### config.mk
export PLATFORM = sky130hd
export DESIGN_NAME = dram_refresh_sched
export DESIGN_NICKNAME = d
export VERILOG_FILES = /design/src/rtl/drs_pkg.sv /design/src/rtl/drs_tick_gen.sv /design/src/rtl/drs_pending.sv /design/src/rtl/drs_sequencer.sv /design/src/rtl/dram_refresh_sched.sv
export SDC_FILE = /design/constraint.sdc
export NUM_CORES = 1
export LEC_CHECK = 0
export CAP_MARGIN = 10
export CORE_MARGIN = 3
export CORE_UTILIZATION = 38
export DETAILED_ROUTE_END_ITERATION = 10
export HOLD_SLACK_MARGIN = 0.08
export PLACE_DENSITY_LB_ADDON = 0.25
export REMOVE_ABC_BUFFERS = 1
export SYNTH_ARGS = -nofsm -noshare
export SYNTH_HDL_FRONTEND = slang
export SYNTH_SLANG_ARGS = --single-unit
### constraint.sdc
create_clock -name clk -period 4.6 [get_ports clk]
set_clock_uncertainty 0.2 [all_clocks]
set_input_delay 0.69 -clock clk [delete_from_list [all_inputs] [get_ports clk]]
set_output_delay 0.69 -clock clk [all_outputs]
set_load 0.03 [all_outputs]
### src/rtl/drs_pkg.sv
package drs_pkg;
  typedef enum logic [2:0] {
    ST_PAUSE,
    ST_IDLE,
    ST_CSR,
    ST_RAS,
    ST_PRE
  } drs_state_e;
endpackage

### src/rtl/drs_tick_gen.sv
module drs_tick_gen #(
  parameter int PERIOD = 1560
) (
  input  logic clk,
  input  logic rst,
  input  logic run,
  output logic tick
);
  localparam int CW = (PERIOD > 1) ? $clog2(PERIOD) : 1;
  localparam logic [CW-1:0] LAST = CW'(PERIOD - 1);

  logic [CW-1:0] cnt;

  assign tick = run && (cnt == LAST);

  always_ff @(posedge clk) begin
    if (rst || !run) cnt <= '0;
    else if (tick)   cnt <= '0;
    else             cnt <= cnt + 1'b1;
  end
endmodule

### src/rtl/drs_pending.sv
module drs_pending #(
  parameter int PEND_MAX = 8,
  localparam int PW = $clog2(PEND_MAX + 1)
) (
  input  logic          clk,
  input  logic          rst,
  input  logic          inc,
  input  logic          dec,
  output logic [PW-1:0] cnt,
  output logic          full,
  output logic          miss
);
  localparam logic [PW-1:0] CAP = PW'(PEND_MAX);

  assign full = (cnt == CAP);
  assign miss = inc && full && !dec;

  always_ff @(posedge clk) begin
    if (rst || miss)
      cnt <= '0;
    else if (inc && !dec && !full)
      cnt <= cnt + 1'b1;
    else if (dec && !inc && cnt != '0)
      cnt <= cnt - 1'b1;
  end
endmodule

### src/rtl/drs_sequencer.sv
module drs_sequencer
  import drs_pkg::*;
#(
  parameter int INIT_CYC = 20000,
  parameter int T_RAS    = 6,
  parameter int T_RP     = 4,
  parameter int T_CSR    = 1,
  parameter int WAKE_CNT = 8,
  parameter int ROW_BITS = 9
) (
  input  logic                clk,
  input  logic                rst,
  input  logic                rasonly_sel,
  input  logic                ref_gnt,
  input  logic                pend_nz,
  input  logic                miss,
  output logic                ref_req,
  output logic                ref_done,
  output logic                mem_ready,
  output logic                dec_pend,
  output logic                ras_n,
  output logic                casl_n,
  output logic                cash_n,
  output logic [ROW_BITS-1:0] row_addr
);
  localparam int M1   = (T_RAS > T_RP) ? T_RAS : T_RP;
  localparam int M2   = (M1 > T_CSR) ? M1 : T_CSR;
  localparam int MAXC = (INIT_CYC > M2) ? INIT_CYC : M2;
  localparam int TW   = $clog2(MAXC + 1);
  localparam int WW   = $clog2(WAKE_CNT + 1);

  drs_state_e        state, nxt;
  logic [TW-1:0]     tmr;
  logic [WW-1:0]     wake_left;
  logic [ROW_BITS-1:0] row_q;
  logic              mode_q, mode_eff, start, fin;

  assign ref_req  = (state == ST_IDLE) && (wake_left != '0 || pend_nz);
  assign start    = ref_req && ref_gnt;
  assign fin      = (state == ST_PRE) && (tmr == TW'(T_RP - 1));
  assign dec_pend = fin && mem_ready;
  assign mode_eff = (state == ST_IDLE) ? rasonly_sel : mode_q;

  always_comb begin
    nxt = state;
    case (state)
      ST_PAUSE: if (tmr == TW'(INIT_CYC - 1)) nxt = ST_IDLE;
      ST_IDLE:  if (start) nxt = rasonly_sel ? ST_RAS : ST_CSR;
      ST_CSR:   if (tmr == TW'(T_CSR - 1)) nxt = ST_RAS;
      ST_RAS:   if (tmr == TW'(T_RAS - 1)) nxt = ST_PRE;
      ST_PRE:   if (fin) nxt = ST_IDLE;
      default:  nxt = ST_IDLE;
    endcase
  end

  always_ff @(posedge clk) begin
    if (rst) begin
      state     <= ST_PAUSE;
      tmr       <= '0;
      mode_q    <= 1'b0;
      row_q     <= '0;
      row_addr  <= '0;
      ras_n     <= 1'b1;
      casl_n    <= 1'b1;
      cash_n    <= 1'b1;
      ref_done  <= 1'b0;
      wake_left <= WW'(WAKE_CNT);
      mem_ready <= 1'b0;
    end else begin
      state    <= nxt;
      tmr      <= (nxt != state) ? '0 : tmr + 1'b1;
      ref_done <= fin;
      ras_n    <= (nxt != ST_RAS);
      casl_n   <= !((nxt == ST_CSR) || (nxt == ST_RAS && !mode_eff));
      cash_n   <= !((nxt == ST_CSR) || (nxt == ST_RAS && !mode_eff));
      if (start) begin
        mode_q <= rasonly_sel;
        if (rasonly_sel) row_addr <= row_q;
      end
      if (fin && mode_q) row_q <= row_q + 1'b1;
      if (miss) begin
        wake_left <= WW'(WAKE_CNT);
        mem_ready <= 1'b0;
      end else if (fin && !mem_ready) begin
        wake_left <= wake_left - 1'b1;
        if (wake_left == WW'(1)) mem_ready <= 1'b1;
      end
    end
  end
endmodule

### src/rtl/dram_refresh_sched.sv
module dram_refresh_sched #(
  parameter int CLK_MHZ  = 100,
  parameter int INIT_CYC = 200 * CLK_MHZ,
  parameter int REFI_CYC = (15625 * CLK_MHZ) / 1000,
  parameter int T_RAS    = (60 * CLK_MHZ + 999) / 1000,
  parameter int T_RP     = (40 * CLK_MHZ + 999) / 1000,
  parameter int T_CSR    = (10 * CLK_MHZ + 999) / 1000,
  parameter int WAKE_CNT = 8,
  parameter int PEND_MAX = 8,
  parameter int ROW_BITS = 9
) (
  input  logic                clk,
  input  logic                rst,
  input  logic                rasonly_sel,
  input  logic                ref_gnt,
  output logic                ref_req,
  output logic                ref_done,
  output logic                mem_ready,
  output logic                overdue,
  output logic                ras_n,
  output logic                casl_n,
  output logic                cash_n,
  output logic [ROW_BITS-1:0] row_addr
);
  localparam int PW = $clog2(PEND_MAX + 1);

  logic          tick, miss, dec_pend;
  logic [PW-1:0] pend_cnt;

  drs_tick_gen #(.PERIOD(REFI_CYC)) u_tick (
    .clk(clk), .rst(rst), .run(mem_ready), .tick(tick)
  );

  drs_pending #(.PEND_MAX(PEND_MAX)) u_pend (
    .clk(clk), .rst(rst), .inc(tick), .dec(dec_pend),
    .cnt(pend_cnt), .full(overdue), .miss(miss)
  );

  drs_sequencer #(
    .INIT_CYC(INIT_CYC), .T_RAS(T_RAS), .T_RP(T_RP), .T_CSR(T_CSR),
    .WAKE_CNT(WAKE_CNT), .ROW_BITS(ROW_BITS)
  ) u_seq (
    .clk(clk), .rst(rst), .rasonly_sel(rasonly_sel), .ref_gnt(ref_gnt),
    .pend_nz(pend_cnt != '0), .miss(miss), .ref_req(ref_req),
    .ref_done(ref_done), .mem_ready(mem_ready), .dec_pend(dec_pend),
    .ras_n(ras_n), .casl_n(casl_n), .cash_n(cash_n), .row_addr(row_addr)
  );
endmodule

After elaboration in Yosys (flattened, before gate mapping) --
Cells that the tools add are included.
Operators by class: $add $sub $neg 6, $mul 0, div/mod/pow operators 0, $lt $le $gt $ge 0, equality and inequality tests 14, shift-type cells 0, multiplexer cells 10, bitwise logic cells 0, reductions and logical operators 34
Operator list (number):
- $add 15x1->15 const B | 1
- $eq 15x15->1 const B | 1
- $eq 15x2->1 const B | 1
- $eq 15x3->1 const B | 1
- $logic_not 15->1 | 1
- $mux 3 | 5
- $pmux 3 s5 | 1
- $logic_and 1x1->1 | 14
- $eq 3x2->1 const B | 4
- $add 11x1->11 const B | 1
- $eq 11x11->1 const B | 1
- $add 9x1->9 const B | 1
- $mux 4 | 2
- $reduce_bool 4->1 | 2
- $sub 4x1->4 const B | 2
- $logic_not 1->1 | 6
- $reduce_or 2->1 | 3
- $add 4x1->4 const B | 1
- $eq 4x1->1 const B | 1
- $eq 4x4->1 const B | 1
- $logic_or 1x1->1 | 4
- $reduce_and 2->1 | 2
- $eq 3x1->1 const B | 1
- $eq 3x3->1 const B | 1
- 5 further kinds | 6
Word-level totals: bits in registers 60, bits in latches 0, memory bits (writable) 0, bits in read-only memories 0, input bits 4, output and inout bits 16, word-level logic and storage cells 76, memories 0

Longest topological paths before layout --
depth after elaboration 10, depth in mapped cells 11, mapped depth without buffers 11

Modules after synthesis --
Synthesis repeated with hierarchy kept, for this count alone.
Unflattened totals: cells, all modules 331, area total of the unflattened synthesis 2999.1 µm²
By module, submodules not included:
- drs_sequencer | instances 1, cells an instance 242, area each 2174.6 µm², seq. area each 900.9 µm²
- drs_tick_gen | instances 1, cells an instance 56, area each 526.8 µm², seq. area each 220.2 µm²
- drs_pending | instances 1, cells an instance 32, area each 290.3 µm², seq. area each 80.1 µm²
- dram_refresh_sched | instances 1, cells an instance 1, area each 7.5 µm², seq. area each 0.0 µm²

Worst setup path before layout --
Ideal clock, no wire load.
path type reg2reg, start register u_seq.tmr[0], end register u_pend.cnt[3], library setup time 87 ps, arrival 2697 ps, required time 4313 ps, path slack 1616 ps, cell stages (with the launch flop) 11, path buffers 1, period minus slack after synthesis 2984 ps, cell sequence dfxtp_1 -> ha_1 -> nor4bb_1 -> buf_2 -> nand2_1 -> o211ai_1 -> ha_1 -> a21o_1 -> a211oi_1 -> a41oi_1 -> o31ai_1
On the way: cells in the longest elaborated chain, start to end 7, elaborated cells between the ends (all ways) 12, those cells by class eq/ne: 1; mux: 1; reduce/logical: 10
RTL lines:
- start, declared | line drs_sequencer.sv:33 | logic [TW-1:0] tmr;
- start signal, assigned | line drs_sequencer.sv:71 | tmr <= (nxt != state) ? '0 : tmr + 1'b1;
- $eq 15x2->1 * | line drs_sequencer.sv:40 | assign fin = (state == ST_PRE) && (tmr == TW'(T_RP - 1));
- $logic_and 1x1->1 * | line drs_sequencer.sv:40
- $logic_and 1x1->1 * | line drs_sequencer.sv:41 | assign dec_pend = fin && mem_ready;
- $logic_not 1->1 | line drs_pending.sv:16, drs_pending.sv:21
- $logic_and 1x1->1 (2 in series) | line drs_pending.sv:21 | else if (inc && !dec && !full)
- $mux 4 / $reduce_bool 2->1 (equally long branches)
- end signal, assigned | line drs_pending.sv:22 | cnt <= cnt + 1'b1;
- end signal, assigned | line drs_pending.sv:24 | cnt <= cnt - 1'b1;
- end, declared | line drs_pending.sv:9 | output logic [PW-1:0] cnt,
Every way passes the cells marked *; elsewhere a longest branch is shown, timed or not. A chain may end at the register's enable or synchronous reset.

Worst setup path in the final report --
Same ends and word-level chain as after synthesis.

==> metrics.yaml <==
place:
  io_buffers: 19
  dpl-instance-area_sq_um: 3200
  dp_hpwl_microns: 4150
  gp_congestion: 0.785
finish:
  fillers: 771
  seq_area_sq_um: 1200
  finalInstanceArea_sq_um: 3390
  final_nets: 357
  drive_gt1_frac: 0.0751
  final_common_cell: "dfxtp_1"
  n_antenna_cell: 0
  multi_input_area_sq_um: 1630
  final_cell_mix: "dfxtp_1 (60), nor2_1 (45), xor2_1 (19), clkdlybuf4s50_1 (19), nand2_1 (17)"
  area_growth_syn_to_layout_pct: 15.8
sta:
  period_minus_slack_ps: 3280
  tightest_slew_ps: 686
  final_max_slew_viol_count: 0
  fin_crit_sh: 0.714
  finalHoldViolations: 0
  setup_violations: 0
  maxSlewHeadroom: 0.538
  max_freq_mhz: 305
  rsz0062_at_grt: "false"
  tns_ps: 0
detailed_routing:
  wl_met1_microns: 3010
  wl_per_cell_microns: 13.5
  wl_met3_microns: 237
  dr_wl_met2_microns: 2630
  first_pass_iters: 4
  ant_nets: 0
  highest_layer: "met4"
  via_per_inst: 5.22
  drcViolationCount: 0
  vias: 2321
  finalWirelength_microns: 5990
  drtIter0Drc: 101
logic_synthesis:
  synth_cells: 322
  yosys_register_bits: 60
  synth_top_area_share: 0.410
  ys_types: 52
  yosysSeqAreaShare: 0.410
  synth_area_per_cell_sq_um: 9.09
  synthArstFlopShare: 0
  synth_area_leader_cell: "dfxtp_1"
  synth_edf_count: 0
  synth_ff_type: "dfxtp_1"
  yosys-top-cells-area: "dfxtp_1 (41%), nor2_1 (5.8%), xor2_1 (5.7%), ha_1 (4.3%), xnor2_1 (3.9%)"
  syn_area_sq_um: 2930
  yosysWarnings: 0
floorplanning:
  rows: 31
  dieArea_sq_um: 8790
  coreArea_sq_um: 7370
  die_w_microns: 93.8
  ios: 20
  die_y_microns: 93.8
  initial_utilization: 0.397
critical_path:
  worst-endpoint-required_ps: 4640
  path_class: "flip-flop to flip-flop"
  end_kind: "flip-flop"
  critPathMaxFanout: 9
  cp.arrival_ps: 3330
  critPathLaunchType: "flip-flop"
run:
  cap_viol_max_count: 0
cts:
  clk_latency_ps: 330
  cts_setup_buffers: 0
  cts-resized-gates: 0
  cts_tree: "yes"
  ctsHtreeMaxLevel: 3
  cts_buffers: 9
  cts-root-buf: "clkbuf_8"
  holdBufCountCts: 0
  cts.clk_slew.worst_paths_ps: 70
  cts.path.max_buffers: 2
  cts_sinks: 60
global_routing:
  grt_pass1_vias: 2266
  grt_pass1_wl_microns: 10600
  antenna_found_initial: 0
  grt.total_usage: 0.151
  grt-ovfl-total: 0
  grt_max_degree: 17
power_and_ir_drop:
  irDropWorstVdd_v: 0.000229
  power.density_nw_per_um2: 302
  power_leakage_nw: 1.25
worst_hold_path:
  min_path_type: "flip-flop to flip-flop"
status:
  outcome: "finished, final reports clean"
[synthesized netlist by cell type (4+ instances only)]
library cell / number
nand4_1: 15
nand2_1: 17
ha_1: 10
o21ai_0: 5
nand3_1: 14
dfxtp_1: 60
a21oi_1: 13
mux2i_1: 11
clkbuf_1: 5
and3_1: 4
nor3_1: 14
and4_1: 4
buf_2: 4
xnor2_1: 13
inv_1: 11
xor2_1: 19
nor4_1: 5
nor2_1: 45
[sequential cells by signal, summed over array words and instances (netlist names), 3 cells and up]
signal           cells
u_seq.state          3
u_seq.wake_left      4
u_pend.cnt           4
u_tick.cnt          11
u_seq.row_q          9
u_seq.row_addr       9
u_seq.tmr           15
[path summary, 6_finish.rpt]
check,start,end,slack [ps],cells past startpoint
worst min register to register,u_tick.cnt[0]$_SDFF_PP0_,u_tick.cnt[0]$_SDFF_PP0_,270,1
worst max register to register,u_seq.tmr[0]$_SDFF_PP0_,u_pend.cnt[3]$_SDFFE_PP0P_,1320,9
worst max-delay path,u_seq.tmr[0]$_SDFF_PP0_,u_pend.cnt[3]$_SDFFE_PP0P_,1320,9
worst min-delay path,u_tick.cnt[0]$_SDFF_PP0_,u_tick.cnt[0]$_SDFF_PP0_,270,1
[where the power goes]
group          switching (W)  internal, W  total [W]
logic              0.0000197    0.0000126  0.0000322
clock network       0.000205     0.000261   0.000466
registers         0.00000350     0.000522   0.000526
[layer usage]
layer  vias to the layer above  track usage
met3                         8       0.0337
met1                      1077        0.202
li1                       1190            -
met4                         0       0.0746
met5                         -            0
met2                        46        0.226
[worst max-delay path, stage by stage, from the launching register on]
cell and delay [ps]:
dfxtp_1 420, ha_1 330, nor4bb_1 340, nand2_1 140, o211ai_1 560, ha_1 350, a21o_1 180, a211oi_1 320
a41oi_1 160, o31ai_1 190
[final cells by class]
cell class | instances | share of cell area
clock buffer | 11 | 0.0417
clock inverter | 4 | 0.0148
inverter | 11 | 0.0122
multi-input combinational | 239 | 0.480
sequential | 60 | 0.354
tap | 99 | 0.0365
timing repair buffer | 21 | 0.0605
[kinds of logic after synthesis]
family,synth area share
buffers and inverters,0.0338
adders and majority gates,0.0496
DFF,0.410
and+or+nand+nor,0.276
xor gates and xnor gates,0.0958
AOI/OAI and AO/OA,0.0970
muxes,0.0376
[metrics by stage]
stage	hold slack [ps]	instances	power [W]	utilization	setup WS (ps)
6_report	267	445	0.00102	0.460	1320
5_1_grt	313	445	0.00106	0.460	972
4_1_cts	270	445	0.00104	0.460	1320
3_5_place_dp	255	430	0.000569	0.434	1340
3_3_place_gp	249	430	0.000569	0.434	1450
2_1_floorplan	233	310	0.000555	-	1230
(Power assumes the default switching activity.)
